===== config.mk =====
export PLATFORM = sky130hd
export DESIGN_NAME = pwm_chan_ctrl
export DESIGN_NICKNAME = d
export VERILOG_FILES = /design/src/rtl/pwm_chan_pkg.sv /design/src/rtl/pwm_prescaler.sv /design/src/rtl/pwm_counter.sv /design/src/rtl/pwm_csr.sv /design/src/rtl/pwm_chan_ctrl.sv
export SDC_FILE = /design/constraint.sdc
export NUM_CORES = 1
export LEC_CHECK = 0
export CAP_MARGIN = 20
export CORE_ASPECT_RATIO = 2
export CORE_UTILIZATION = 55
export CTS_BUF_LIST = sky130_fd_sc_hd__clkbuf_16
export CTS_CLUSTER_SIZE = 12
export DETAILED_ROUTE_END_ITERATION = 10
export PLACE_DENSITY = 0.79
export SYNTH_ARGS = -nofsm -noshare
export SYNTH_HDL_FRONTEND = slang
export SYNTH_HIERARCHICAL = 1
export SYNTH_SLANG_ARGS = --single-unit

===== constraint.sdc =====
create_clock -name clk_i -period 3.5 [get_ports clk_i]
set_clock_uncertainty 0.1 [all_clocks]
set_input_delay 0.525 -clock clk_i [delete_from_list [all_inputs] [get_ports clk_i]]
set_output_delay 0.525 -clock clk_i [all_outputs]
set_load 0.01 [all_outputs]

===== src/rtl/pwm_chan_pkg.sv =====
package pwm_chan_pkg;
  localparam int unsigned ADDR_W = 2;
  localparam int unsigned DATA_W = 8;
  localparam int unsigned SEL_W  = 3;

  localparam logic [ADDR_W-1:0] A_CSR = 2'd0;
  localparam logic [ADDR_W-1:0] A_CYC = 2'd1;
  localparam logic [ADDR_W-1:0] A_CNT = 2'd2;

  // bit positions in the status register
  localparam int unsigned B_IE   = 5;
  localparam int unsigned B_FLAG = 4;
  localparam int unsigned B_CST  = 3;

  typedef struct packed {
    logic             ie;
    logic             flag;
    logic             cst;
    logic [SEL_W-1:0] sel;
  } csr_t;
endpackage


===== src/rtl/pwm_prescaler.sv =====
module pwm_prescaler #(
  parameter int unsigned SEL_W = 3
) (
  input  logic             clk_i,
  input  logic             rst_ni,
  input  logic             run_i,
  input  logic [SEL_W-1:0] sel_i,
  output logic             tick_o
);
  localparam int unsigned NDIV  = 1 << SEL_W;
  localparam int unsigned PRE_W = NDIV - 1;

  logic [PRE_W-1:0] pre_q;
  logic [NDIV-1:0]  tick_vec;

  always_ff @(posedge clk_i or negedge rst_ni) begin
    if (!rst_ni)     pre_q <= '0;
    else if (!run_i) pre_q <= '0;
    else             pre_q <= pre_q + PRE_W'(1);
  end

  // code g fires when the low g bits are all ones
  for (genvar g = 0; g < NDIV; g++) begin : g_tap
    if (g == 0) begin : g_div1
      assign tick_vec[g] = 1'b1;
    end else begin : g_divn
      assign tick_vec[g] = &pre_q[g-1:0];
    end
  end

  assign tick_o = run_i & tick_vec[sel_i];

  p_tick_gap_r10: assert property (@(posedge clk_i) disable iff (!rst_ni)
    (run_i && tick_o && sel_i != '0) |=> (sel_i != $past(sel_i) || !tick_o));
endmodule


===== src/rtl/pwm_counter.sv =====
module pwm_counter #(
  parameter int unsigned CNT_W = 8
) (
  input  logic             clk_i,
  input  logic             rst_ni,
  input  logic             run_i,
  input  logic             tick_i,
  input  logic [CNT_W-1:0] cyc_i,
  output logic [CNT_W-1:0] cnt_o,
  output logic             match_o
);
  logic [CNT_W-1:0] cnt_q, cnt_nxt;

  assign cnt_nxt = (cnt_q == cyc_i) ? '0 : cnt_q + CNT_W'(1);

  always_ff @(posedge clk_i or negedge rst_ni) begin
    if (!rst_ni)     cnt_q <= '0;
    else if (tick_i) cnt_q <= cnt_nxt;
  end

  // match reported on the step that lands on the cycle value
  assign match_o = tick_i && (cnt_nxt == cyc_i);
  assign cnt_o   = cnt_q;

  p_hold_stopped_r9: assert property (@(posedge clk_i) disable iff (!rst_ni)
    !run_i |=> $stable(cnt_q));
  p_step_one_r10: assert property (@(posedge clk_i) disable iff (!rst_ni)
    (tick_i && cnt_q != cyc_i) |=> cnt_q == $past(cnt_q) + CNT_W'(1));
  p_wrap_zero_r11: assert property (@(posedge clk_i) disable iff (!rst_ni)
    (tick_i && cnt_q == cyc_i) |=> cnt_q == '0);
endmodule


===== src/rtl/pwm_csr.sv =====
module pwm_csr
  import pwm_chan_pkg::*;
(
  input  logic       clk_i,
  input  logic       rst_ni,
  input  logic       wr_i,
  input  logic       rd_i,
  input  logic [5:0] wdata_i,
  input  logic       set_i,
  input  logic       dma_clr_i,
  output csr_t       csr_o
);
  csr_t csr_q;
  logic arm_q;
  logic sw_clr;

  // armed by a read that saw the flag, disarmed by any status write
  always_ff @(posedge clk_i or negedge rst_ni) begin
    if (!rst_ni)                arm_q <= 1'b0;
    else if (wr_i)              arm_q <= 1'b0;
    else if (rd_i && csr_q.flag) arm_q <= 1'b1;
  end

  assign sw_clr = wr_i && !wdata_i[B_FLAG] && arm_q;

  always_ff @(posedge clk_i or negedge rst_ni) begin
    if (!rst_ni) begin
      csr_q <= '0;
    end else begin
      if (wr_i) begin
        csr_q.ie  <= wdata_i[B_IE];
        csr_q.cst <= wdata_i[B_CST];
        csr_q.sel <= wdata_i[SEL_W-1:0];
      end
      if (set_i)                    csr_q.flag <= 1'b1;  // set wins
      else if (sw_clr || dma_clr_i) csr_q.flag <= 1'b0;
    end
  end

  assign csr_o = csr_q;

  p_set_wins_r7: assert property (@(posedge clk_i) disable iff (!rst_ni)
    set_i |=> csr_q.flag);
  p_dma_clear_r6: assert property (@(posedge clk_i) disable iff (!rst_ni)
    (dma_clr_i && !set_i) |=> !csr_q.flag);
  p_wr1_keeps_r5: assert property (@(posedge clk_i) disable iff (!rst_ni)
    (csr_q.flag && wr_i && wdata_i[B_FLAG] && !dma_clr_i) |=> csr_q.flag);
  p_unarmed_keeps_r5: assert property (@(posedge clk_i) disable iff (!rst_ni)
    (csr_q.flag && wr_i && !arm_q && !dma_clr_i) |=> csr_q.flag);
endmodule


===== src/rtl/pwm_chan_ctrl.sv =====
module pwm_chan_ctrl
  import pwm_chan_pkg::*;
#(
  parameter int unsigned CNT_W = 8  // at most DATA_W
) (
  input  logic              clk_i,
  input  logic              rst_ni,
  input  logic [ADDR_W-1:0] addr_i,
  input  logic              rd_i,
  input  logic              wr_i,
  input  logic [DATA_W-1:0] wdata_i,
  output logic [DATA_W-1:0] rdata_o,
  input  logic              dma_ack_i,
  input  logic              dma_clr_en_i,
  output logic              irq_o
);
  localparam logic [CNT_W-1:0] CYC_RST = '1;

  csr_t             csr;
  logic             csr_wr, csr_rd, cyc_wr, dma_clr;
  logic             tick, match;
  logic [CNT_W-1:0] cyc_q, cnt;

  assign csr_wr  = wr_i && addr_i == A_CSR;
  assign csr_rd  = rd_i && addr_i == A_CSR;
  assign cyc_wr  = wr_i && addr_i == A_CYC;
  assign dma_clr = dma_ack_i && dma_clr_en_i;

  always_ff @(posedge clk_i or negedge rst_ni) begin
    if (!rst_ni)     cyc_q <= CYC_RST;
    else if (cyc_wr) cyc_q <= wdata_i[CNT_W-1:0];
  end

  pwm_csr u_csr (
    .clk_i     (clk_i),
    .rst_ni    (rst_ni),
    .wr_i      (csr_wr),
    .rd_i      (csr_rd),
    .wdata_i   (wdata_i[5:0]),
    .set_i     (match),
    .dma_clr_i (dma_clr),
    .csr_o     (csr)
  );

  pwm_prescaler #(.SEL_W(SEL_W)) u_pre (
    .clk_i  (clk_i),
    .rst_ni (rst_ni),
    .run_i  (csr.cst),
    .sel_i  (csr.sel),
    .tick_o (tick)
  );

  pwm_counter #(.CNT_W(CNT_W)) u_cnt (
    .clk_i   (clk_i),
    .rst_ni  (rst_ni),
    .run_i   (csr.cst),
    .tick_i  (tick),
    .cyc_i   (cyc_q),
    .cnt_o   (cnt),
    .match_o (match)
  );

  always_comb begin
    unique case (addr_i)
      A_CSR:   rdata_o = {2'b11, csr};
      A_CYC:   rdata_o = DATA_W'(cyc_q);
      A_CNT:   rdata_o = DATA_W'(cnt);
      default: rdata_o = '0;
    endcase
  end

  assign irq_o = csr.flag & csr.ie;

  p_irq_hold_r8: assert property (@(posedge clk_i) disable iff (!rst_ni)
    (irq_o && !dma_clr && !csr_wr) |=> irq_o);
endmodule


Word-level counts from Yosys, hierarchy flattened --
Index checks and enable logic that the tools add are counted.
Word-level totals: bits in registers 30, bits in latches 0, memory bits (writable) 0, memory bits (read-only) 0, input port bits 16, output and inout bits 9, logic and storage cells 45, memories 0
Cells by class: add/sub/neg operators 2, multiply operators 0, divide/modulo/power cells 0, magnitude comparators 1, eq/ne operators 4, shift operators 0, multiplexer cells 9, bitwise operators 2, reduce and logical (&&, ||, !) cells 19
Operators with widths (count):
- $pmux 8 s3 | 1
- $eq 8x8->1 | 2
- $add 8x1->8 const B | 1
- $logic_and 1x1->1 | 8
- $mux 8 | 1
- $add 7x1->7 const B | 1
- $mux 7 | 1
- $reduce_and 7->1 | 1
- $reduce_and 6->1 | 1
- $mux 1 | 5
- $reduce_and 5->1 | 1
- $lt 3x4->1 const B | 1
- $reduce_and 4->1 | 1
- $reduce_bool 2->1 | 2
- $bmux 1 s3 | 1
- $reduce_and 3->1 | 1
- $and 1x1->1 | 2
- $eq 2x1->1 const B | 1
- $eq 2x2->1 const B | 1
- $logic_not 2->1 | 1
- $reduce_and 2->1 | 1
- $logic_not 1->1 | 1
- $logic_or 1x1->1 | 1

Longest topological paths before layout --
depth after elaboration 7, gate-level depth with buffers 12

Modules after synthesis --
Netlist, hierarchy kept.
Modules (own cells, without submodules):
- pwm_counter | times used 1, cells each 94, area each 807.0 µm²
- pwm_chan_ctrl | times used 1, cells each 42, area each 514.2 µm²
- pwm_prescaler | times used 1, cells each 37, area each 395.4 µm²
- pwm_csr | times used 1, cells each 18, area each 302.8 µm²

Worst setup path before layout --
No wires, ideal clock.
path type reg-to-reg, start register u_pre.pre_q[0], end register u_csr.csr_q (netlist bit u_csr/csr_o[4]), setup time 0.065 ns, arrival 2.595 ns, required time 3.335 ns, setup slack 0.740 ns, stages on the path, launching flop included 10, buffers on the path 0, clock period less this slack 2.760 ns, cells stage by stage dfrtp_1 > ha_1 > nand3_1 > or4b_4 > a2111oi_2 > inv_1 > a221oi_1 > o2111ai_1 > a221oi_2 > a31o_1
Between the ends: cells in the longest elaborated chain, start to end 6, elaborated cells between the ends (all ways) 12
Ends and longest elaborated chain:
- start, declared | RTL line pwm_prescaler.sv:13 | logic [PRE_W-1:0] pre_q;
- start signal, assigned | RTL line pwm_prescaler.sv:19 | else pre_q <= pre_q + PRE_W'(1);
- $reduce_and 7->1, or another cell as far along | RTL line pwm_prescaler.sv:27 | assign tick_vec[g] = &pre_q[g-1:0];
- $bmux 1 s3 * | RTL line pwm_prescaler.sv:31 | assign tick_o = run_i & tick_vec[sel_i];
- $mux 1 (implied by the code) * | RTL line pwm_prescaler.sv:31
- $and 1x1->1 * | RTL line pwm_prescaler.sv:31
- net tick | RTL line pwm_chan_ctrl.sv:21 | logic tick, match;
- $logic_and 1x1->1 * | RTL line pwm_counter.sv:22 | assign match_o = tick_i && (cnt_nxt == cyc_i);
- net match | RTL line pwm_chan_ctrl.sv:21
- $mux 1 / $reduce_bool 2->1 (equally long branches)
- end, declared | RTL line pwm_csr.sv:13 | csr_t csr_q;
The timed path passes the listed nets; every way through them passes the cells marked *. The select of a mux whose other input is x is not followed. A chain may end at the register's enable or synchronous reset.

Worst setup path after layout --
Same ends and word-level chain as after synthesis.

==> results.toml <==
[outcome]
status = "completed"

[timing]
finalHoldViolations = 0
period_share = 0.949
fin_crit_ps = 3320
max_freq_ghz = 0.301
worst_pin_slew_ps = 562
setup_viol = 0
finalSetupTns_ps = 0
worst_slack_ps = 178
maxSlewHeadroom = 0.625
rsz0062_at_grt = "no"
slew_viol_final = 0

[power]
power.total_uw = 1420
power.density_nw_per_um2 = 580
irDropWorstVdd_uv = 591
p_leak_uw = 0.00101

[worst_setup_path]
cp-startpoint = "u_pre/pre_q[0]"
startpoint_type = "flip-flop"
r2r_start = "u_pre/pre_q[0]"
timing_worst_setup_path_type = "flip-flop to flip-flop"
cp.required_ps = 3610
arrival_ps = 3430
crit_path_end_kind = "flip-flop"
cp_max_fo = 7

[global_route]
grt_usage = 0.302
grt_pass1_vias = 1734
antenna_found_initial = 0
grt_first_pass_wirelength_um = 8580
grt_overflow_total = 0
grt_max_degree = 31

[yosys]
ys_async_sr_fraction = 1.00
syn_avg_cell_area_sq_um = 10.6
synth-main-ff-cell = "dfrtp_1"
seq_area_frac_synth = 0.377
synth_largest_area_cell = "dfrtp_1"
postSynthCellCount = 191
syn_area_sq_um = 2020
synth_edf_count = 0
yosys_warnings = 6
ys_ff_latch = 30
synth.top_cells.by_area = "dfrtp_1 27%, dfstp_2 10%, mux2_2 5.0%"
yosysTopAreaCellShare = 0.273
ys_types = 52
synth_nets = 211

[route]
drt_iter0_drc = 72
drt-wirelength-per-cell_um = 19.6
firstDrtPassIters = 5
viasPerCell = 6.32
remaining_drc_errors = 0
drt-total-wl_um = 5280
dr_total_vias = 1701
ant_nets = 0

[cts]
hold_buffers = 0
cts.path.max_buffers = 2
cts_buffers = 5
post_cts_buffers = 0
cts-root-buf = "clkbuf_16"
cts.sinks = 30
clk_latency_ps = 280
cts_resized = 0
htreeDepth = 2
clk_pin_slew_ps = 50
cts_tree = "done"

[floorplan]
die_area_sq_um = 3930
fp-row-count = 30
io_pins = 25
die_w_um = 44.8
start_util = 0.585
fp.dieH_um = 87.7
core_sq_um = 3450

[finish]
fillers = 289
final_common_cell = "clkdlybuf4s50_1"
diodes = 0
drive_above_1_share = 0.208
final_cell_mix = "24 x clkdlybuf4s50_1, 22 x dfrtp_1, 9 x mux2_2, 9 x nor2_1"
fin_nets = 240
synthToLayoutAreaGrowth_pct = 21.2

[min_path]
hp-start = "u_pre/pre_q[0]"
hold_class = "flip-flop to flip-flop"

[placed_design]
place.gp.congestion = 0.948
io_buffer_count = 24
dpl.hpwl_um = 3650
place_ws_ps = 414

[run]
drv_cap = 0
## critical path, stage by stage, from the launching register on
cell and delay (ps):
dfrtp_1 450, ha_1 270, nand3_1 130, or4b_4 500, a2111oi_2 390, buf_4 210, inv_1 130, a221oi_1 420
o2111ai_1 240, a221oi_2 280, a31o_1 140
## cell type report
type                    instances  area (sq um)  share of cell area
clock buffers                   5           125              0.0511
clock inverters                 3          16.3             0.00665
inverters                       6          22.5             0.00920
multi-input cells             147          1180               0.481
flip-flops and latches         30           761               0.311
well taps                      48          60.1              0.0245
repair buffers                 30           285               0.117
## final timing paths
kind / end / slack [ps] / cells after the start
max in group asynchronous: cyc_q[2] / 2440 / 2
setup / recovery: u_csr/csr_o[4] / 180 / 10
hold / removal: u_pre/pre_q[0] / 460 / 1
hold reg to reg: u_pre/pre_q[0] / 460 / 1
setup reg to reg: u_csr/csr_o[4] / 180 / 10
min in group asynchronous: u_csr/csr_o[5] / 540 / 2
## per-layer routing
layer	track usage	share of wire	vias up
met5	0	0	-
met4	0.182	0.050	0
met3	0.0454	0.051	28
met2	0.519	0.52	94
met1	0.338	0.38	811
li1	-	-	768
## synth_stat cells (5+ instances only)
| master | number |
|---|---|
| inv_1 | 6 |
| nand2_1 | 8 |
| nor3_1 | 6 |
| o21ai_0 | 7 |
| o2bb2ai_1 | 8 |
| nor2b_1 | 5 |
| nand3_1 | 7 |
| mux2i_1 | 7 |
| xnor2_1 | 7 |
| mux2_4 | 5 |
| dfrtp_1 | 22 |
| mux2_2 | 9 |
| dfstp_2 | 8 |
| and2_1 | 6 |
| nor2_1 | 9 |
| xor2_1 | 6 |
| a21oi_1 | 8 |
## through the flow
stage	util	hold WS [ps]	instances	instance area, sq um
2_1_floorplan	-	129	191	2020
3_3_place_gp	0.668	403	261	2310
3_5_place_dp	0.668	425	261	2310
4_1_cts	0.709	447	269	2450
5_1_grt	0.709	488	269	2450
6_report	0.709	464	269	2450
## power breakdown
group          leakage, uW  internal [uW]  switching (uW)  total, uW
logic             0.000566            232             213        445
registers         0.000372            423             140        562
clock network    0.0000672            259             154        413
total              0.00101            914             506       1420
## logic make-up (layout without fill, tap and decap cells)
| logic type | count (synthesis) | count (layout) | synth area share |
|---|---|---|---|
| simple gates | 61 | 61 | 0.192 |
| compound gates | 47 | 47 | 0.180 |
| flops | 30 | 30 | 0.377 |
| mux | 21 | 21 | 0.122 |
| xor+xnor | 14 | 14 | 0.0644 |
| buf+inv | 14 | 44 | 0.0403 |
| fa+ha+maj | 4 | 4 | 0.0248 |
## flip-flops by register name (all words and copies together), names as in the netlist
| register | cells |
|---|---|
| u_csr/csr_o | 6 |
| cyc_q | 8 |
| u_csr/arm_q | 1 |
| u_cnt/cnt_o | 8 |
| u_pre/pre_q | 7 |
Note: power is estimated with default switching activity, not from simulation.
